## config.mk

```make
export PLATFORM = sky130hd
export DESIGN_NAME = iopt_walker
export DESIGN_NICKNAME = d
export VERILOG_FILES = /design/src/rtl/iopt_pkg.sv /design/src/rtl/iopt_index.sv /design/src/rtl/iopt_start_check.sv /design/src/rtl/iopt_entry_eval.sv /design/src/rtl/iopt_walker.sv
export SDC_FILE = /design/constraint.sdc
export NUM_CORES = 1
export LEC_CHECK = 0
export ABC_AREA = 1
export ABC_CLOCK_PERIOD_IN_PS = 8700
export CAP_MARGIN = 15
export CORE_MARGIN = 5
export CORE_UTILIZATION = 53
export DETAILED_ROUTE_END_ITERATION = 8
export PLACE_DENSITY_LB_ADDON = 0.15
export SLEW_MARGIN = 20
export SYNTH_ARGS = -nofsm -noshare
export SYNTH_HDL_FRONTEND = slang
export SYNTH_SLANG_ARGS = --single-unit
```

## constraint.sdc

```tcl
create_clock -name clk -period 8.7 [get_ports clk]
set_clock_uncertainty 0.05 [all_clocks]
set_input_delay 1.74 -clock clk [delete_from_list [all_inputs] [get_ports clk]]
set_output_delay 1.74 -clock clk [all_outputs]
set_load 0.05 [all_outputs]
```

## src/rtl/iopt_pkg.sv

```systemverilog
package iopt_pkg;
    localparam int VA_W    = 64;
    localparam int PA_W    = 52;
    localparam int ENT_W   = 64;
    localparam int PG_SH   = 12;
    localparam int IDX_W   = 9;
    localparam int LVL_W   = 3;
    localparam int TOP_LVL = 4;
    localparam int ENT_SH  = 3;
    localparam int NL_LSB  = 9;
    localparam int PFN_W   = PA_W - PG_SH;

    typedef enum logic [1:0] {
        FLT_NONE   = 2'd0,
        FLT_ABSENT = 2'd1,
        FLT_SKIP   = 2'd2,
        FLT_LEVEL  = 2'd3
    } fault_e;

    typedef enum logic [1:0] {
        ST_IDLE,
        ST_ISSUE,
        ST_WAIT,
        ST_DONE
    } state_e;

    typedef struct packed {
        state_e             st;
        logic [VA_W-1:0]    va;
        logic [PFN_W-1:0]   base;
        logic [LVL_W-1:0]   lvl;
        logic [PA_W-1:0]    pa;
        fault_e             flt;
    } walk_s;

    // ones in every bit below the span covered by levels 1..k
    function automatic logic [VA_W-1:0] span_mask(input logic [LVL_W-1:0] k);
        logic [VA_W-1:0] m;
        int w;
        w = PG_SH + IDX_W * int'(k);
        for (int i = 0; i < VA_W; i++) m[i] = (i < w);
        return m;
    endfunction
endpackage

```

## src/rtl/iopt_index.sv

```systemverilog
module iopt_index
    import iopt_pkg::*;
(
    input  logic [VA_W-1:0]  vaddr,
    input  logic [LVL_W-1:0] level,
    input  logic [PFN_W-1:0] base,
    output logic [PA_W-1:0]  ent_addr
);
    logic [IDX_W-1:0] cand [TOP_LVL];
    logic [IDX_W-1:0] idx;

    for (genvar g = 0; g < TOP_LVL; g++) begin : g_lvl
        assign cand[g] = vaddr[PG_SH + IDX_W*g +: IDX_W];
    end

    always_comb begin
        idx = '0;
        for (int l = 1; l <= TOP_LVL; l++) begin
            if (int'(level) == l) idx = cand[l-1];
        end
        ent_addr = {base, idx, {ENT_SH{1'b0}}};
    end
endmodule

```

## src/rtl/iopt_start_check.sv

```systemverilog
module iopt_start_check
    import iopt_pkg::*;
(
    input  logic [VA_W-1:0]  vaddr,
    input  logic [LVL_W-1:0] level,
    output fault_e           fault
);
    always_comb begin
        fault = FLT_NONE;
        if (level == '0 || int'(level) > TOP_LVL)
            fault = FLT_LEVEL;
        else if (|(vaddr & ~span_mask(level)))
            fault = FLT_SKIP;
    end
endmodule

```

## src/rtl/iopt_entry_eval.sv

```systemverilog
module iopt_entry_eval
    import iopt_pkg::*;
(
    input  logic [ENT_W-1:0] entry,
    input  logic [LVL_W-1:0] level,
    input  logic [VA_W-1:0]  vaddr,
    output fault_e           fault,
    output logic             leaf,
    output logic [LVL_W-1:0] next_lvl,
    output logic [PFN_W-1:0] next_base,
    output logic [PA_W-1:0]  leaf_paddr
);
    logic             present;
    logic [VA_W-1:0]  above_mask;
    logic [VA_W-1:0]  skip_mask;
    logic [PA_W-1:0]  off_mask;

    always_comb begin
        present    = entry[0];
        next_lvl   = entry[NL_LSB +: LVL_W];
        next_base  = entry[PG_SH +: PFN_W];
        above_mask = span_mask(LVL_W'(level - 1'b1));
        skip_mask  = above_mask & ~span_mask(next_lvl);
        off_mask   = above_mask[PA_W-1:0];
        leaf_paddr = ({next_base, {PG_SH{1'b0}}} & ~off_mask) | (vaddr[PA_W-1:0] & off_mask);

        fault = FLT_NONE;
        leaf  = 1'b0;
        if (!present)
            fault = FLT_ABSENT;
        else if (next_lvl != '0 && next_lvl >= level)
            fault = FLT_LEVEL;
        else if (next_lvl != '0 && |(vaddr & skip_mask))
            fault = FLT_SKIP;
        else if (next_lvl == '0)
            leaf = 1'b1;
    end
endmodule

```

## src/rtl/iopt_walker.sv

```systemverilog
module iopt_walker
    import iopt_pkg::*;
(
    input  logic             clk,
    input  logic             rst_n,
    input  logic             tr_valid,
    output logic             tr_ready,
    input  logic [VA_W-1:0]  tr_vaddr,
    input  logic [PA_W-1:0]  tr_root,
    input  logic [LVL_W-1:0] tr_level,
    output logic             rd_valid,
    output logic [PA_W-1:0]  rd_addr,
    input  logic             rd_resp_valid,
    input  logic [ENT_W-1:0] rd_resp_data,
    output logic             res_valid,
    output logic [PA_W-1:0]  res_paddr,
    output logic [1:0]       res_fault
);
    localparam walk_s WALK_RST = '{st: ST_IDLE, flt: FLT_NONE, default: '0};

    walk_s            walk_q, walk_d;
    fault_e           start_flt;
    fault_e           ev_flt;
    logic             ev_leaf;
    logic [LVL_W-1:0] ev_lvl;
    logic [PFN_W-1:0] ev_base;
    logic [PA_W-1:0]  ev_pa;

    iopt_index u_index (
        .vaddr    (walk_q.va),
        .level    (walk_q.lvl),
        .base     (walk_q.base),
        .ent_addr (rd_addr)
    );

    iopt_start_check u_start (
        .vaddr (tr_vaddr),
        .level (tr_level),
        .fault (start_flt)
    );

    iopt_entry_eval u_eval (
        .entry      (rd_resp_data),
        .level      (walk_q.lvl),
        .vaddr      (walk_q.va),
        .fault      (ev_flt),
        .leaf       (ev_leaf),
        .next_lvl   (ev_lvl),
        .next_base  (ev_base),
        .leaf_paddr (ev_pa)
    );

    always_comb begin
        walk_d = walk_q;
        case (walk_q.st)
            ST_IDLE: begin
                if (tr_valid) begin
                    walk_d.va   = tr_vaddr;
                    walk_d.base = tr_root[PG_SH +: PFN_W];
                    walk_d.lvl  = tr_level;
                    walk_d.pa   = '0;
                    walk_d.flt  = start_flt;
                    walk_d.st   = (start_flt == FLT_NONE) ? ST_ISSUE : ST_DONE;
                end
            end
            ST_ISSUE: walk_d.st = ST_WAIT;
            ST_WAIT: begin
                if (rd_resp_valid) begin
                    if (ev_flt != FLT_NONE) begin
                        walk_d.flt = ev_flt;
                        walk_d.st  = ST_DONE;
                    end else if (ev_leaf) begin
                        walk_d.pa = ev_pa;
                        walk_d.st = ST_DONE;
                    end else begin
                        walk_d.base = ev_base;
                        walk_d.lvl  = ev_lvl;
                        walk_d.st   = ST_ISSUE;
                    end
                end
            end
            default: walk_d.st = ST_IDLE;
        endcase
    end

    always_ff @(posedge clk or negedge rst_n) begin
        if (!rst_n) walk_q <= WALK_RST;
        else        walk_q <= walk_d;
    end

    assign tr_ready  = (walk_q.st == ST_IDLE);
    assign rd_valid  = (walk_q.st == ST_ISSUE);
    assign res_valid = (walk_q.st == ST_DONE);
    assign res_paddr = walk_q.pa;
    assign res_fault = walk_q.flt;
endmodule

```

==> summary.md <==
| Metric | Value |
|---|---|
| Status | finished with violations |
| Failing checks | DRC |
| CTS tree | built |
| #FFs+latches synth | 163 |
| GRT overflow | 0 |
| Worst R2R Setup Slack | 3490 ps |
| Period utilization | 60.1% |
| GP Congestion | 1.02 |
| Vias in the first global route | 10,500 |
| Hold Path End | walk_q[94]$_DFFE_PN0P_ |
| Setup crit end kind | flip-flop |
| Hold crit path type | reg -> reg |
| Crit start category | primary input |
| CTS Sinks | 163 |
| Initial core utilization | 53.9% |
| Post-synth EDFFs | 0 |
| Vias per cell | 5.67 |
| Crit Path Max Fanout | 44 |
| Stages on the worst setup path | 19 |
| Post-route ant nets | 0 |
| DP HPWL | 30.8 mm |
| Total power draw | 0.00568 W |
| Postcts setup bufs | 0 |
| Max-Cap Viols | 0 |
| Yosys warns | 0 |
| Filler Cell Count | 1,822 |
| Most common cell after layout, fill and taps aside | nand2_1 |
| P per Cell Area | 422 nW/um2 |
| Initial drt markers | 1,007 |
| Final nets | 1,879 |
| Die X | 153 um |
| CTS buffer count | 17 |
| Ys async rst share | 100% |
| FP Rows | 52 |
| Vias | 11,100 |
| H-tree Lvls | 4 |
| VDD IR max | 0.000277 V |
| Dpl ws | 3160 ps |
| PnR worst setup slack | 3470 ps |
| Tot GR Track Use | 33.0% |
| # IOs | 296 |
| Synthesized area | 10,900 um2 |
| Pins Over Slew Limit | 0 |
| Remaining DRCs | 2 |
| Peak Freq | 191 MHz |
| Antenna violations before repair | 0 |
| Clock slew at reported path FFs | 70 ps |
| Post-layout minimum cycle time | 5230 ps |
| Cts hold-fix bufs | 0 |
| Commonest non-fill, non-tap cells in the layout | 466 x nand2_1, 259 x clkdlybuf4s50_1, 173 x nand3_1 |
| CP delay by family, top | simple AND/OR/NAND/NOR gates |
| Total die area | 23,600 um2 |
| R2R depth | 21 |
| Critical-path top delay cell | clkdlybuf4s50_1 |
| Hold_sp | walk_q[94]$_DFFE_PN0P_ |
| Post-synth cell types | 39 |
| Largest net degree at the start of global routing | 98 |
| First-pass GRT wire length | 60.5 mm |
| Insertion delay to the later sink of the worst-skew pair | 430 ps |
| Wire per inst | 20.5 um |
| Root buffer cell | clkbuf_16 |
| Worst-Margin Slew | 1100 ps |
| Worst r2r src | walk_q[54]$_DFFE_PN0P_ |
| Top cell by count, worst path | nand2_1 |
| R2r endpoint | walk_q[78]$_DFFE_PN0P_ |
| Die H | 153 um |
| Resize count post-CTS | 0 |
| Share of layout cells above drive strength 1 | 5.30% |
| Final Hold Viols | 0 |
| Setup Total Neg Slack | 0 ps |
| Ys flop type | dfrtp_1 |
| Clk buf depth | 2 |
| Largest stage delay, worst path | 610 ps |
| CP Data Arrival Time | 5550 ps |
| Rel. slew slack | 25.7% |
| Setup CP Type | in -> reg |
| Bufs and invs on worst path | 5 |
| RSZ-0062 raised after global routing | false |
| Crit-path cells | clkdlybuf4s50_1 -> inv_2 -> ha_1 -> inv_1 -> nand2_1 -> nand2_1 -> nand2_1 -> inv_1 -> nand2_1 -> nand3b_1 -> nand3_1 -> nor2_1 -> nand2_1 -> nor2_1 -> nand3_1 -> o21ai_4 -> buf_4 -> nand3_1 -> nand2_1 |
| P_leak | 6.44 nW |
| I/O Buffers | 260 |
| Register area share after synthesis | 37.4% |
| Final setup violation count | 0 |
| Core area | 20,200 um2 |
| Antenna Cells | 0 |
| Syn Area/Cell | 7.04 um2 |
| Mapped Cells | 1,549 |
| Drt first pass iters | 9 |
| CP required | 9020 ps |
| Area delta synth->final | 23.3% |
| Hold Crit Depth | 2 |
| Routed wire length | 40.0 mm |
==> flip-flops by register name, summed over array words and instances (netlist names) <==
signal / flops
res_paddr: 52
walk_q: 109
res_fault: 2
==> cell usage after synthesis, types with 4 or more instances <==
cell type,count,share of area [%]
nand2_1,468,16
nand3_1,173,7.9
dfrtp_1,163,37
o21ai_0,146,6.7
inv_1,118,4.1
nor2_1,112,3.9
buf_4,102,7.0
clkbuf_1,51,1.8
a21oi_1,43,2.0
mux2_2,33,3.4
ha_1,25,2.9
nand4_1,23,1.3
a31oi_1,16,0.92
o22ai_1,12,0.69
nor3_1,7,0.32
buf_1,6,0.21
buf_2,6,0.28
nor3b_1,6,0.41
buf_6,5,0.52
o211ai_1,4,0.28
==> per-stage QoR <==
stage                     util [%]  hold WS [ps]  area [um2]  cells
final                         66.5           423       13400   1950
after global routing          66.5           439       13400   1950
after CTS                     66.4           425       13400   1950
after detailed placement      63.6           408       12900   1918
after global placement        63.6           403       12900   1918
after floorplan                  -           393       10900   1551
==> per-layer routing <==
metal / track usage, % / wire length [um] / up-vias
li1: - / - / 5205
met1: 44.4 / 16300 / 5169
met5: 0 / 0 / -
met4: 14.8 / 1780 / 0
met3: 5.99 / 3870 / 100
met2: 52.1 / 18100 / 581
==> cells by family after synthesis <==
kind of cell    count (synthesis)  synth area share, %
simple gates                  802                 30.8
buf+inv                       293                 14.0
compound gates                232                 11.5
flops                         163                 37.4
mux                            33                 3.41
fa+ha+maj                      25                 2.87
other cells                     1               0.0344
==> worst max-delay path by stage <==
| stage | slack, ps | endpoint | start |
|---|---|---|---|
| final | 3470 | walk_q[78]$_DFFE_PN0P_ | rd_resp_data[11] |
| after global routing | 3040 | walk_q[55]$_DFFE_PN0P_ | walk_q[54]$_DFFE_PN0P_ |
| after CTS | 3600 | walk_q[78]$_DFFE_PN0P_ | rd_resp_data[11] |
| after detailed placement | 3160 | walk_q[78]$_DFFE_PN0P_ | rd_resp_data[11] |
| after global placement | 3130 | walk_q[78]$_DFFE_PN0P_ | rd_resp_data[11] |
| after floorplan | 4660 | rd_addr[6] | walk_q[54]$_DFFE_PN0P_ |
==> cell type report <==
class                      instances  area (um2)  area share, %
multi-input combinational       1095        5330           39.6
sequential                       163        4080           30.3
timing repair buffer             267        2660           19.8
inverter                         123         462           3.43
clock buffer                      17         425           3.16
tap                              270         338           2.51
clock inverter                    15         155           1.15
==> where the power goes <==
group	switching, W	internal [W]	total (W)
clock network	0.000353	0.000409	0.000762
registers	0.000324	0.00109	0.00141
logic	0.00246	0.00104	0.00350
total	0.00314	0.00253	0.00568
==> worst register-to-register path: stages (launching register included) <==
cell and delay [ps]:
dfrtp_1 640, inv_1 240, ha_1 290, inv_1 90
nand2_2 70, nand2_1 150, ha_1 250, nor2_2 90
nand3_1 380, nand3_1 720, nand2_1 400, inv_1 160
nand3_1 90, nand3_1 80, nor2_1 100, nand2_1 100
nor2_1 150, nand3_1 160, o21ai_4 190, buf_4 460
nand3_1 190, nand2_1 110
No activity file was read; power rests on OpenSTA's default activity.
